[config.mk]
export PLATFORM = sky130hd
export DESIGN_NAME = sha2_dual_sched
export DESIGN_NICKNAME = d
export VERILOG_FILES = /design/src/rtl/sha2s_pkg.sv /design/src/rtl/sha2s_split_add.sv /design/src/rtl/sha2s_sigma.sv /design/src/rtl/sha2s_window.sv /design/src/rtl/sha2s_ctrl.sv /design/src/rtl/sha2_dual_sched.sv
export SDC_FILE = /design/constraint.sdc
export NUM_CORES = 2
export LEC_CHECK = 0
export BUFFER_PORTS_ARGS = -buffer_cell sky130_fd_sc_hd__buf_2
export CAP_MARGIN = 15
export CORE_UTILIZATION = 60
export CTS_CLUSTER_SIZE = 28
export DETAILED_ROUTE_END_ITERATION = 7
export PLACE_DENSITY_LB_ADDON = 0.12
export SLEW_MARGIN = 5
export SYNTH_ARGS = -nofsm -noshare
export SYNTH_HDL_FRONTEND = slang
export SYNTH_SLANG_ARGS = --single-unit
[constraint.sdc]
create_clock -name clk -period 21.7 [get_ports clk]
set_input_delay 4.34 -clock clk [delete_from_list [all_inputs] [get_ports clk]]
set_output_delay 4.34 -clock clk [all_outputs]
set_load 0.01 [all_outputs]
[src/rtl/sha2s_pkg.sv]
package sha2s_pkg;
    localparam int DW          = 64;
    localparam int HW          = DW / 2;
    localparam int WIN_DEPTH   = 16;
    localparam int RND_W       = 7;
    localparam int LOAD_ROUNDS = 16;
    localparam int ROUNDS_NAR  = 64;
    localparam int ROUNDS_WIDE = 80;
    // history taps: entry 0 holds W(t-1)
    localparam int TAP_M2      = 1;
    localparam int TAP_M7      = 6;
    localparam int TAP_M15     = 14;
    localparam int TAP_M16     = 15;

    typedef enum logic [1:0] {
        S_IDLE,
        S_LOAD,
        S_EXPAND
    } sched_state_e;

    function automatic logic [HW-1:0] rot32(input logic [HW-1:0] x, input int n);
        return (x >> n) | (x << (HW - n));
    endfunction

    function automatic logic [DW-1:0] rot64(input logic [DW-1:0] x, input int n);
        return (x >> n) | (x << (DW - n));
    endfunction

    function automatic logic [HW-1:0] lo_sig0_32(input logic [HW-1:0] x);
        return rot32(x, 7) ^ rot32(x, 18) ^ (x >> 3);
    endfunction

    function automatic logic [HW-1:0] lo_sig1_32(input logic [HW-1:0] x);
        return rot32(x, 17) ^ rot32(x, 19) ^ (x >> 10);
    endfunction

    function automatic logic [DW-1:0] lo_sig0_64(input logic [DW-1:0] x);
        return rot64(x, 1) ^ rot64(x, 8) ^ (x >> 7);
    endfunction

    function automatic logic [DW-1:0] lo_sig1_64(input logic [DW-1:0] x);
        return rot64(x, 19) ^ rot64(x, 61) ^ (x >> 6);
    endfunction
endpackage

[src/rtl/sha2s_split_add.sv]
module sha2s_split_add #(
    parameter int DW = 64
) (
    input  logic          split,
    input  logic [DW-1:0] a,
    input  logic [DW-1:0] b,
    output logic [DW-1:0] sum
);
    localparam int HW = DW / 2;

    logic [HW:0]   lo_sum;
    logic          cross_c;
    logic [HW-1:0] hi_sum;

    always_comb begin
        lo_sum  = {1'b0, a[HW-1:0]} + {1'b0, b[HW-1:0]};
        cross_c = lo_sum[HW] & ~split;
        hi_sum  = a[DW-1:HW] + b[DW-1:HW] + {{(HW-1){1'b0}}, cross_c};
        sum     = {hi_sum, lo_sum[HW-1:0]};
    end

    // in split mode the upper half sums only its own operands
    always_comb begin
        if (split) begin
            a_r5_no_cross_carry: assert (sum[DW-1:HW] == a[DW-1:HW] + b[DW-1:HW]);
        end else begin
            a_r4_full_carry: assert (sum == a + b);
        end
    end
endmodule

[src/rtl/sha2s_sigma.sv]
module sha2s_sigma
    import sha2s_pkg::*;
#(
    parameter bit SIG_ONE = 1'b0
) (
    input  logic          split,
    input  logic [DW-1:0] x,
    output logic [DW-1:0] y
);
    logic [HW-1:0] nar_hi;
    logic [HW-1:0] nar_lo;
    logic [DW-1:0] wide;

    generate
        if (SIG_ONE) begin : g_sig1
            assign nar_hi = lo_sig1_32(x[DW-1:HW]);
            assign nar_lo = lo_sig1_32(x[HW-1:0]);
            assign wide   = lo_sig1_64(x);
        end else begin : g_sig0
            assign nar_hi = lo_sig0_32(x[DW-1:HW]);
            assign nar_lo = lo_sig0_32(x[HW-1:0]);
            assign wide   = lo_sig0_64(x);
        end
    endgenerate

    assign y = split ? {nar_hi, nar_lo} : wide;
endmodule

[src/rtl/sha2s_window.sv]
module sha2s_window
    import sha2s_pkg::*;
#(
    parameter int WD    = DW,
    parameter int DEPTH = WIN_DEPTH
) (
    input  logic          clk,
    input  logic          rst_n,
    input  logic          shift_en,
    input  logic [WD-1:0] din,
    output logic [WD-1:0] tap_m2,
    output logic [WD-1:0] tap_m7,
    output logic [WD-1:0] tap_m15,
    output logic [WD-1:0] tap_m16
);
    logic [WD-1:0] ent [DEPTH];

    always_ff @(posedge clk or negedge rst_n) begin
        if (!rst_n) begin
            for (int i = 0; i < DEPTH; i++) ent[i] <= '0;
        end else if (shift_en) begin
            ent[0] <= din;
            for (int i = 1; i < DEPTH; i++) ent[i] <= ent[i-1];
        end
    end

    assign tap_m2  = ent[TAP_M2];
    assign tap_m7  = ent[TAP_M7];
    assign tap_m15 = ent[TAP_M15];
    assign tap_m16 = ent[TAP_M16];
endmodule

[src/rtl/sha2s_ctrl.sv]
module sha2s_ctrl
    import sha2s_pkg::*;
(
    input  logic             clk,
    input  logic             rst_n,
    input  logic             start,
    input  logic             mode_split,
    output logic             adv,
    output logic             take_msg,
    output logic [RND_W-1:0] cur_rnd,
    output logic             mode_q,
    output logic             busy
);
    sched_state_e     state_q, state_d;
    logic [RND_W-1:0] rnd_q, rnd_d;
    logic             mode_d;
    logic [RND_W-1:0] last_rnd;

    assign last_rnd = mode_q ? RND_W'(ROUNDS_NAR - 1) : RND_W'(ROUNDS_WIDE - 1);

    always_ff @(posedge clk or negedge rst_n) begin
        if (!rst_n) begin
            state_q <= S_IDLE;
            rnd_q   <= '0;
            mode_q  <= 1'b0;
        end else begin
            state_q <= state_d;
            rnd_q   <= rnd_d;
            mode_q  <= mode_d;
        end
    end

    always_comb begin
        state_d  = state_q;
        rnd_d    = rnd_q;
        mode_d   = mode_q;
        adv      = 1'b0;
        take_msg = 1'b0;
        cur_rnd  = rnd_q;
        unique case (state_q)
            S_IDLE: begin
                cur_rnd = '0;
                if (start) begin
                    adv      = 1'b1;
                    take_msg = 1'b1;
                    mode_d   = mode_split;
                    rnd_d    = RND_W'(1);
                    state_d  = S_LOAD;
                end
            end
            S_LOAD: begin
                adv      = 1'b1;
                take_msg = 1'b1;
                rnd_d    = rnd_q + RND_W'(1);
                if (rnd_q == RND_W'(LOAD_ROUNDS - 1)) state_d = S_EXPAND;
            end
            S_EXPAND: begin
                adv = 1'b1;
                if (rnd_q == last_rnd) begin
                    rnd_d   = '0;
                    state_d = S_IDLE;
                end else begin
                    rnd_d = rnd_q + RND_W'(1);
                end
            end
            default: begin
                state_d = S_IDLE;
                rnd_d   = '0;
            end
        endcase
    end

    assign busy = (state_q != S_IDLE);

    a_r2_start_enters_load: assert property (@(posedge clk) disable iff (!rst_n)
        (state_q == S_IDLE && start) |=> (state_q == S_LOAD && rnd_q == RND_W'(1)));

    a_r7_mode_held: assert property (@(posedge clk) disable iff (!rst_n)
        (busy && $past(busy)) |-> $stable(mode_q));

    a_r6_block_ends: assert property (@(posedge clk) disable iff (!rst_n)
        (state_q == S_EXPAND && rnd_q == last_rnd) |=> (state_q == S_IDLE));

    a_r8_start_ignored: assert property (@(posedge clk) disable iff (!rst_n)
        (busy && start) |=> ((rnd_q == $past(rnd_q) + RND_W'(1)) || (state_q == S_IDLE)));
endmodule

[src/rtl/sha2_dual_sched.sv]
module sha2_dual_sched
    import sha2s_pkg::*;
(
    input  logic          clk,
    input  logic          rst_n,
    input  logic          start,
    input  logic          mode_split,
    input  logic [63:0]   msg_in,
    output logic [63:0]   w_out,
    output logic          w_valid,
    output logic [6:0]    w_round,
    output logic          w_is_msg,
    output logic          busy
);
    logic             adv, take_msg, mode_q;
    logic [RND_W-1:0] cur_rnd;
    logic [DW-1:0]    t_m2, t_m7, t_m15, t_m16;
    logic [DW-1:0]    sg0, sg1, part_a, part_b, expand_w, next_w;

    sha2s_ctrl u_ctrl (
        .clk        (clk),
        .rst_n      (rst_n),
        .start      (start),
        .mode_split (mode_split),
        .adv        (adv),
        .take_msg   (take_msg),
        .cur_rnd    (cur_rnd),
        .mode_q     (mode_q),
        .busy       (busy)
    );

    sha2s_window u_win (
        .clk      (clk),
        .rst_n    (rst_n),
        .shift_en (adv),
        .din      (next_w),
        .tap_m2   (t_m2),
        .tap_m7   (t_m7),
        .tap_m15  (t_m15),
        .tap_m16  (t_m16)
    );

    sha2s_sigma #(.SIG_ONE(1'b0)) u_sg0 (.split(mode_q), .x(t_m15), .y(sg0));
    sha2s_sigma #(.SIG_ONE(1'b1)) u_sg1 (.split(mode_q), .x(t_m2),  .y(sg1));

    sha2s_split_add #(.DW(DW)) u_add_a (.split(mode_q), .a(sg1),    .b(t_m7),   .sum(part_a));
    sha2s_split_add #(.DW(DW)) u_add_b (.split(mode_q), .a(sg0),    .b(t_m16),  .sum(part_b));
    sha2s_split_add #(.DW(DW)) u_add_c (.split(mode_q), .a(part_a), .b(part_b), .sum(expand_w));

    assign next_w = take_msg ? msg_in : expand_w;

    always_ff @(posedge clk or negedge rst_n) begin
        if (!rst_n) begin
            w_out    <= '0;
            w_valid  <= 1'b0;
            w_round  <= '0;
            w_is_msg <= 1'b0;
        end else begin
            w_valid <= adv;
            if (adv) begin
                w_out    <= next_w;
                w_round  <= cur_rnd;
                w_is_msg <= take_msg;
            end else begin
                w_is_msg <= 1'b0;
            end
        end
    end

    a_r3_passthrough: assert property (@(posedge clk) disable iff (!rst_n)
        (adv && take_msg) |=> (w_out == $past(msg_in)));

    a_r9_msg_flag: assert property (@(posedge clk) disable iff (!rst_n)
        w_valid |-> (w_is_msg == (w_round < 7'd16)));
endmodule

# == Word level (Yosys, flattened, before mapping) ==
# Index checks and enable logic that the tools add are counted.
# word_totals
input_bits,68
regBits,1043
output_inout_bits,74
word_cells,88
# op_classes
add_sub_neg,10
n_eq_ne,7
bitwise_logic,28
mux,16
n_reduce_logical,5
# op_table
cell,n
64-bit two-way mux,3
32-bit bitwise XOR,4
64-bit bitwise XOR,2
32-bit by 32-bit adder with 33-bit output,3
32-bit by 1-bit adder with 32-bit output,3
32-bit adder,3
13-bit by 32-bit OR with 32-bit output,2
14-bit by 32-bit OR with 32-bit output,2
15-bit by 32-bit OR with 32-bit output,2
25-bit by 32-bit OR with 32-bit output,2
3-bit by 64-bit OR with 64-bit output,1
45-bit by 64-bit OR with 64-bit output,1
56-bit by 64-bit OR with 64-bit output,1
63-bit by 64-bit OR with 64-bit output,1
32-bit by 22-bit bitwise XOR with 32-bit output,2
32-bit by 29-bit bitwise XOR with 32-bit output,2
64-bit by 57-bit bitwise XOR with 64-bit output,1
64-bit by 58-bit bitwise XOR with 64-bit output,1
7-bit two-way mux,4
7-bit case mux with 3 select lines,1
"7-bit by 1-bit adder with 7-bit output, second input constant",1
"7-bit by 4-bit == test with 1-bit output, second input constant",1
7-bit == test,1
2-bit two-way mux,3
other kinds (14),19

# == Depth between registers and ports, before layout ==
# depth
depth_word,10
mapped_depth,41
depth_no_buf,39

# == Cells and area by module ==
# From an unflattened synthesis, not the netlist that was laid out.
# unflattened
cells_unflattened,4643
area_unflattened_um2,59374.4
# by_module_without_submodules
module,n_inst,area_each_um2,seq_area_each_um2,cells_each
sha2s_window,1,39904.5,25624.6,2418
sha2_dual_sched,1,3648.5,1826.8,224
sha2s_split_add (u_add_b),1,3183.1,0.0,438
sha2s_split_add (u_add_c),1,3080.5,0.0,419
sha2s_sigma (u_sg1),1,3070.4,0.0,340
sha2s_sigma (u_sg0),1,2877.8,0.0,333
sha2s_split_add (u_add_a),1,2862.7,0.0,390
sha2s_ctrl,1,747.0,250.2,81

# == Worst setup path before layout ==
# Ideal clock, no wire load.
# synth_timing
kind,register -> register
start,register u_ctrl.mode_q
end,register u_win.ent[1020] (netlist bit)
period_less_slack_ps,8980
slack_ps,12720
stages_incl_launch_ff,41
arrival_time_ps,8881
setup_time_ps,99
n_path_buf,4
required_ps,21601
cell_sequence,dfrtp_1 clkbuf_1 clkbuf_1 clkbuf_1 clkbuf_1 a21oi_1 xnor2_1 ha_1 a21o_1 nand4_1 a41oi_1 nand2_1 o21ai_0 a21o_1 a21oi_1 o311ai_0 xor2_1 ha_1 [5 not listed] o221ai_1 o21ai_0 a211oi_1 nor3_1 fa_1 inv_1 fa_1 fa_1 and2b_1 o31ai_1 a211oi_1 o21ai_0 nor2_1 or3_1 a41oi_1 o41ai_1 xnor2_1 a311oi_1
# synth_between
elab_chain_len,7
elab_cells_between_ends,16
cone_classes,9 x add/sub; 3 x mux; 4 x bitwise
# synth_lines
item,line,source
start: declaration,sha2s_ctrl.sv:11,"output logic mode_q,"
start signal: assignment,sha2s_ctrl.sv:29,mode_q <= mode_d;
64-bit two-way mux,sha2s_sigma.sv:26,"assign y = split ? {nar_hi, nar_lo} : wide;"
32-bit by 32-bit adder with 33-bit output,sha2s_split_add.sv:16,"lo_sum = {1'b0, a[HW-1:0]} + {1'b0, b[HW-1:0]};"
1-bit AND,sha2s_split_add.sv:17,cross_c = lo_sum[HW] & ~split;
32-bit by 1-bit adder with 32-bit output,sha2s_split_add.sv:18,"hi_sum = a[DW-1:HW] + b[DW-1:HW] + {{(HW-1){1'b0}}, cross_c};"
32-bit adder,sha2s_split_add.sv:18,
32-bit by 1-bit adder with 32-bit output *,sha2s_split_add.sv:18,
64-bit two-way mux *,sha2_dual_sched.sv:50,assign next_w = take_msg ? msg_in : expand_w;
end: declaration,sha2s_window.sv:16,logic [WD-1:0] ent [DEPTH];
# Mark *: on every way between the ends. The rest lies on a longest branch, timed or not.
# A chain may end at the register's enable or synchronous reset.

# == Final worst setup path ==
# Ends and elaborated chain as after synthesis.

==> flow_summary.ini <==
[place]
portBuffers = 141
dp.cells = 7147
dp_hpwl_um = 97200
gp_congestion = 0.9794

[sta]
worst_pin_slew_ns = 1.124
min_period_ns = 10.35
grt_setup_unrepaired = false
clock_skew_ns = 0.02712
slew_viol_final = 0
max_freq_ghz = 0.09664
finalSetupViolations = 0
setup-tns-final_ns = 0
slew_headroom = 0.2504
hold_viol = 0
timing.final.crit_share = 0.4768

[floorplanning]
rows = 108
die_w_um = 298.0
core_area_sq_um = 86750
die-area_sq_um = 88830
initial_utilization = 0.6061
dieHeight_um = 298.0
num_io_pins = 142

[cells_and_area]
fin_cells = 7343
finalNetCount = 6367
area_growth_pct = 7.990
drive_above_1_share = 0.06125
antennaDiodeCount = 0

[logic_synthesis]
async_flop_share = 1.000
synth_edf_count = 0
ys_ff_latch = 1043
syn_inst = 6281
syn-num-nets = 6548
syn_avg_cell_area_sq_um = 8.372
ys.flop_type = dfrtp_1
yosysUniqueCellTypes = 67
yosysTopAreaCellShare = 0.4963
synth_sequential_area_ratio = 0.4963
yosysWarnings = 0
synth_area_sq_um = 52580
synth_top_area_cell = dfrtp_1
synthTopCellsByArea = dfrtp_1, nand2_1, xnor2_1

[worst_setup_path]
crit_end = u_win.ent[1020]
cpPeakStageDelay_ns = 0.97
worst-path-max-fanout = 83
reg2reg_depth = 37
rr_endpoint = u_win.ent[1020]
end_kind = register
critical_path.startpoint = u_ctrl.mode_q
arrival_ns = 10.94
critPathKind = register to register
r2r_start = u_ctrl.mode_q
cp-start-kind = register
critPathMostFrequentCell = a21o_1
cp_slowest_cell = dfrtp_4
worstPathRequired_ns = 22.30
reg2reg_slack_ns = 11.35

[drt]
wirelength_um = 141300
drt_iter0_drc = 4326
wl_met2_um = 57500
drc_errors = 0
routed.top_layer = met5
ant_nets = 0
firstDrtPassIters = 8
vias = 40260
wire_per_inst_um = 19.25
drt-met1-wl_um = 67540
vias_per_cell = 5.483
route.met3.wl_um = 11340

[clocking]
root_buffer = clkbuf_16
cts_buffer_depth = 3
clock-sinks = 1043
cts_made_buffers = 106
cts_max_level = 3
clkSlewWorstSetupHoldPaths_ns = 0.06
cts_tree = built
post-cts-setup-buffer-count = 0
cts_hold_buf = 0
cts-resized-gates = 0
clock_latency_ns = 0.72

[grt]
grt_antenna_before_repair = 9
grt_first_pass_wirelength_um = 220600
grt_max_degree = 235
first_global_vias = 37570
grt_usage = 0.3216
overflow = 0

[hold_path]
hold_path_class = register to register

[run_status]
status = completed

[flow_run]
cap_violations = 0
registers in the layout (all words and copies together) (netlist names), 2 cells and up:
signal          count
u_win.tap_m7       64
u_win.tap_m16      64
u_win.ent         768
u_ctrl.state_q      2
u_win.tap_m2       64
u_ctrl.rnd_q        7
w_round             7
u_win.tap_m15      64
Yosys cell counts, types with 7 or more instances:
| library cell | instances |
|---|---|
| a21oi_1 | 217 |
| nor2_1 | 177 |
| buf_1 | 24 |
| inv_1 | 144 |
| xor2_1 | 180 |
| or3_1 | 10 |
| and3_1 | 18 |
| dfrtp_1 | 1043 |
| buf_4 | 64 |
| clkbuf_1 | 384 |
| o21bai_1 | 17 |
| nand4_1 | 10 |
| o31ai_1 | 11 |
| a211oi_1 | 19 |
| a21o_1 | 57 |
| a211o_1 | 7 |
| a31oi_1 | 27 |
| nand2_1 | 2902 |
| fa_1 | 67 |
| xnor2_1 | 325 |
| o21a_1 | 15 |
| nor2b_1 | 13 |
| nor3_1 | 17 |
| o21ai_0 | 255 |
| nand2b_1 | 24 |
| nand3_1 | 34 |
| ha_1 | 132 |
stage by stage:
| step | setup slack [ns] | hold slack (ns) | utilization | area [sq um] |
|---|---|---|---|---|
| 2_1_floorplan | 12.72 | 0.4386 | - | 52580 |
| 3_3_place_gp | 11.74 | 0.4412 | 0.6127 | 53160 |
| 3_5_place_dp | 11.64 | 0.4469 | 0.6127 | 53160 |
| 4_1_cts | 11.47 | 0.4490 | 0.6546 | 56790 |
| 5_1_grt | 10.73 | 0.4731 | 0.6546 | 56790 |
| 6_report | 11.35 | 0.4405 | 0.6546 | 56790 |
kinds of logic after synthesis:
family / share of synthesized area
mux: 0.0005949
buf+inv: 0.04868
compound gates: 0.07669
flops: 0.4963
fa+ha+maj: 0.05692
simple gates: 0.2367
xor+xnor: 0.08411
how the worst min path moves through the flow:
stage / from / end / slack (ns) / cells past startpoint
2_1_floorplan: u_win.ent[192] / u_win.ent[128] / 0.44 / 2
3_3_place_gp: u_win.ent[780] / u_win.ent[716] / 0.44 / 2
3_5_place_dp: u_win.ent[342] / u_win.ent[278] / 0.45 / 2
4_1_cts: u_win.ent[327] / u_win.ent[263] / 0.45 / 2
5_1_grt: u_win.ent[575] / u_win.ent[511] / 0.47 / 2
6_report: u_win.ent[730] / u_win.ent[666] / 0.44 / 2
cell usage in the layout (no fill, tap or decap), drive strengths merged, types with 18 or more instances in the layout:
cell    Yosys  layout
ha        132     132
o21ai     257     257
buf        88     183
xnor2     325     325
nand3      34      34
inv       145     150
clkinv      1      23
dfrtp    1043    1043
a211oi     21      21
and3       18      18
a31oi      27      27
nand2    2902    2902
xor2      180     180
a21o       57      57
a21oi     221     221
clkbuf    384     157
nor2      177     177
nand2b     24      24
fa         67      67
area by class of cell:
cell class,instances,area [sq um]
Clock buffer,157,3126
Clock inverter,39,504.2
Fill cell,7398,29970
Inverter,146,555.5
Multi-Input combinational cell,4620,23950
Sequential cell,1043,26100
Tap cell,1155,1445
Timing Repair Buffer,183,1106
metal layers:
metal,up-vias,track usage
li1,19200,-
met1,19430,0.5129
met2,1337,0.4307
met3,288,0.06811
met4,6,0.1083
met5,-,0
worst max-delay path: cells and delay by family (launching register included):
family | cells | cell delay (ns)
adders and majority gates | 5 | 2.18
buffers and inverters | 1 | 0.06
xor gates and xnor gates | 3 | 0.43
and+or+nand+nor | 7 | 1.07
DFF | 1 | 0.97
AOI/OAI and AO/OA | 21 | 5.42
Power is left out: the tool's default activity adds up to more than one toggle a clock period on the data nets, which glitch-free logic cannot reach.
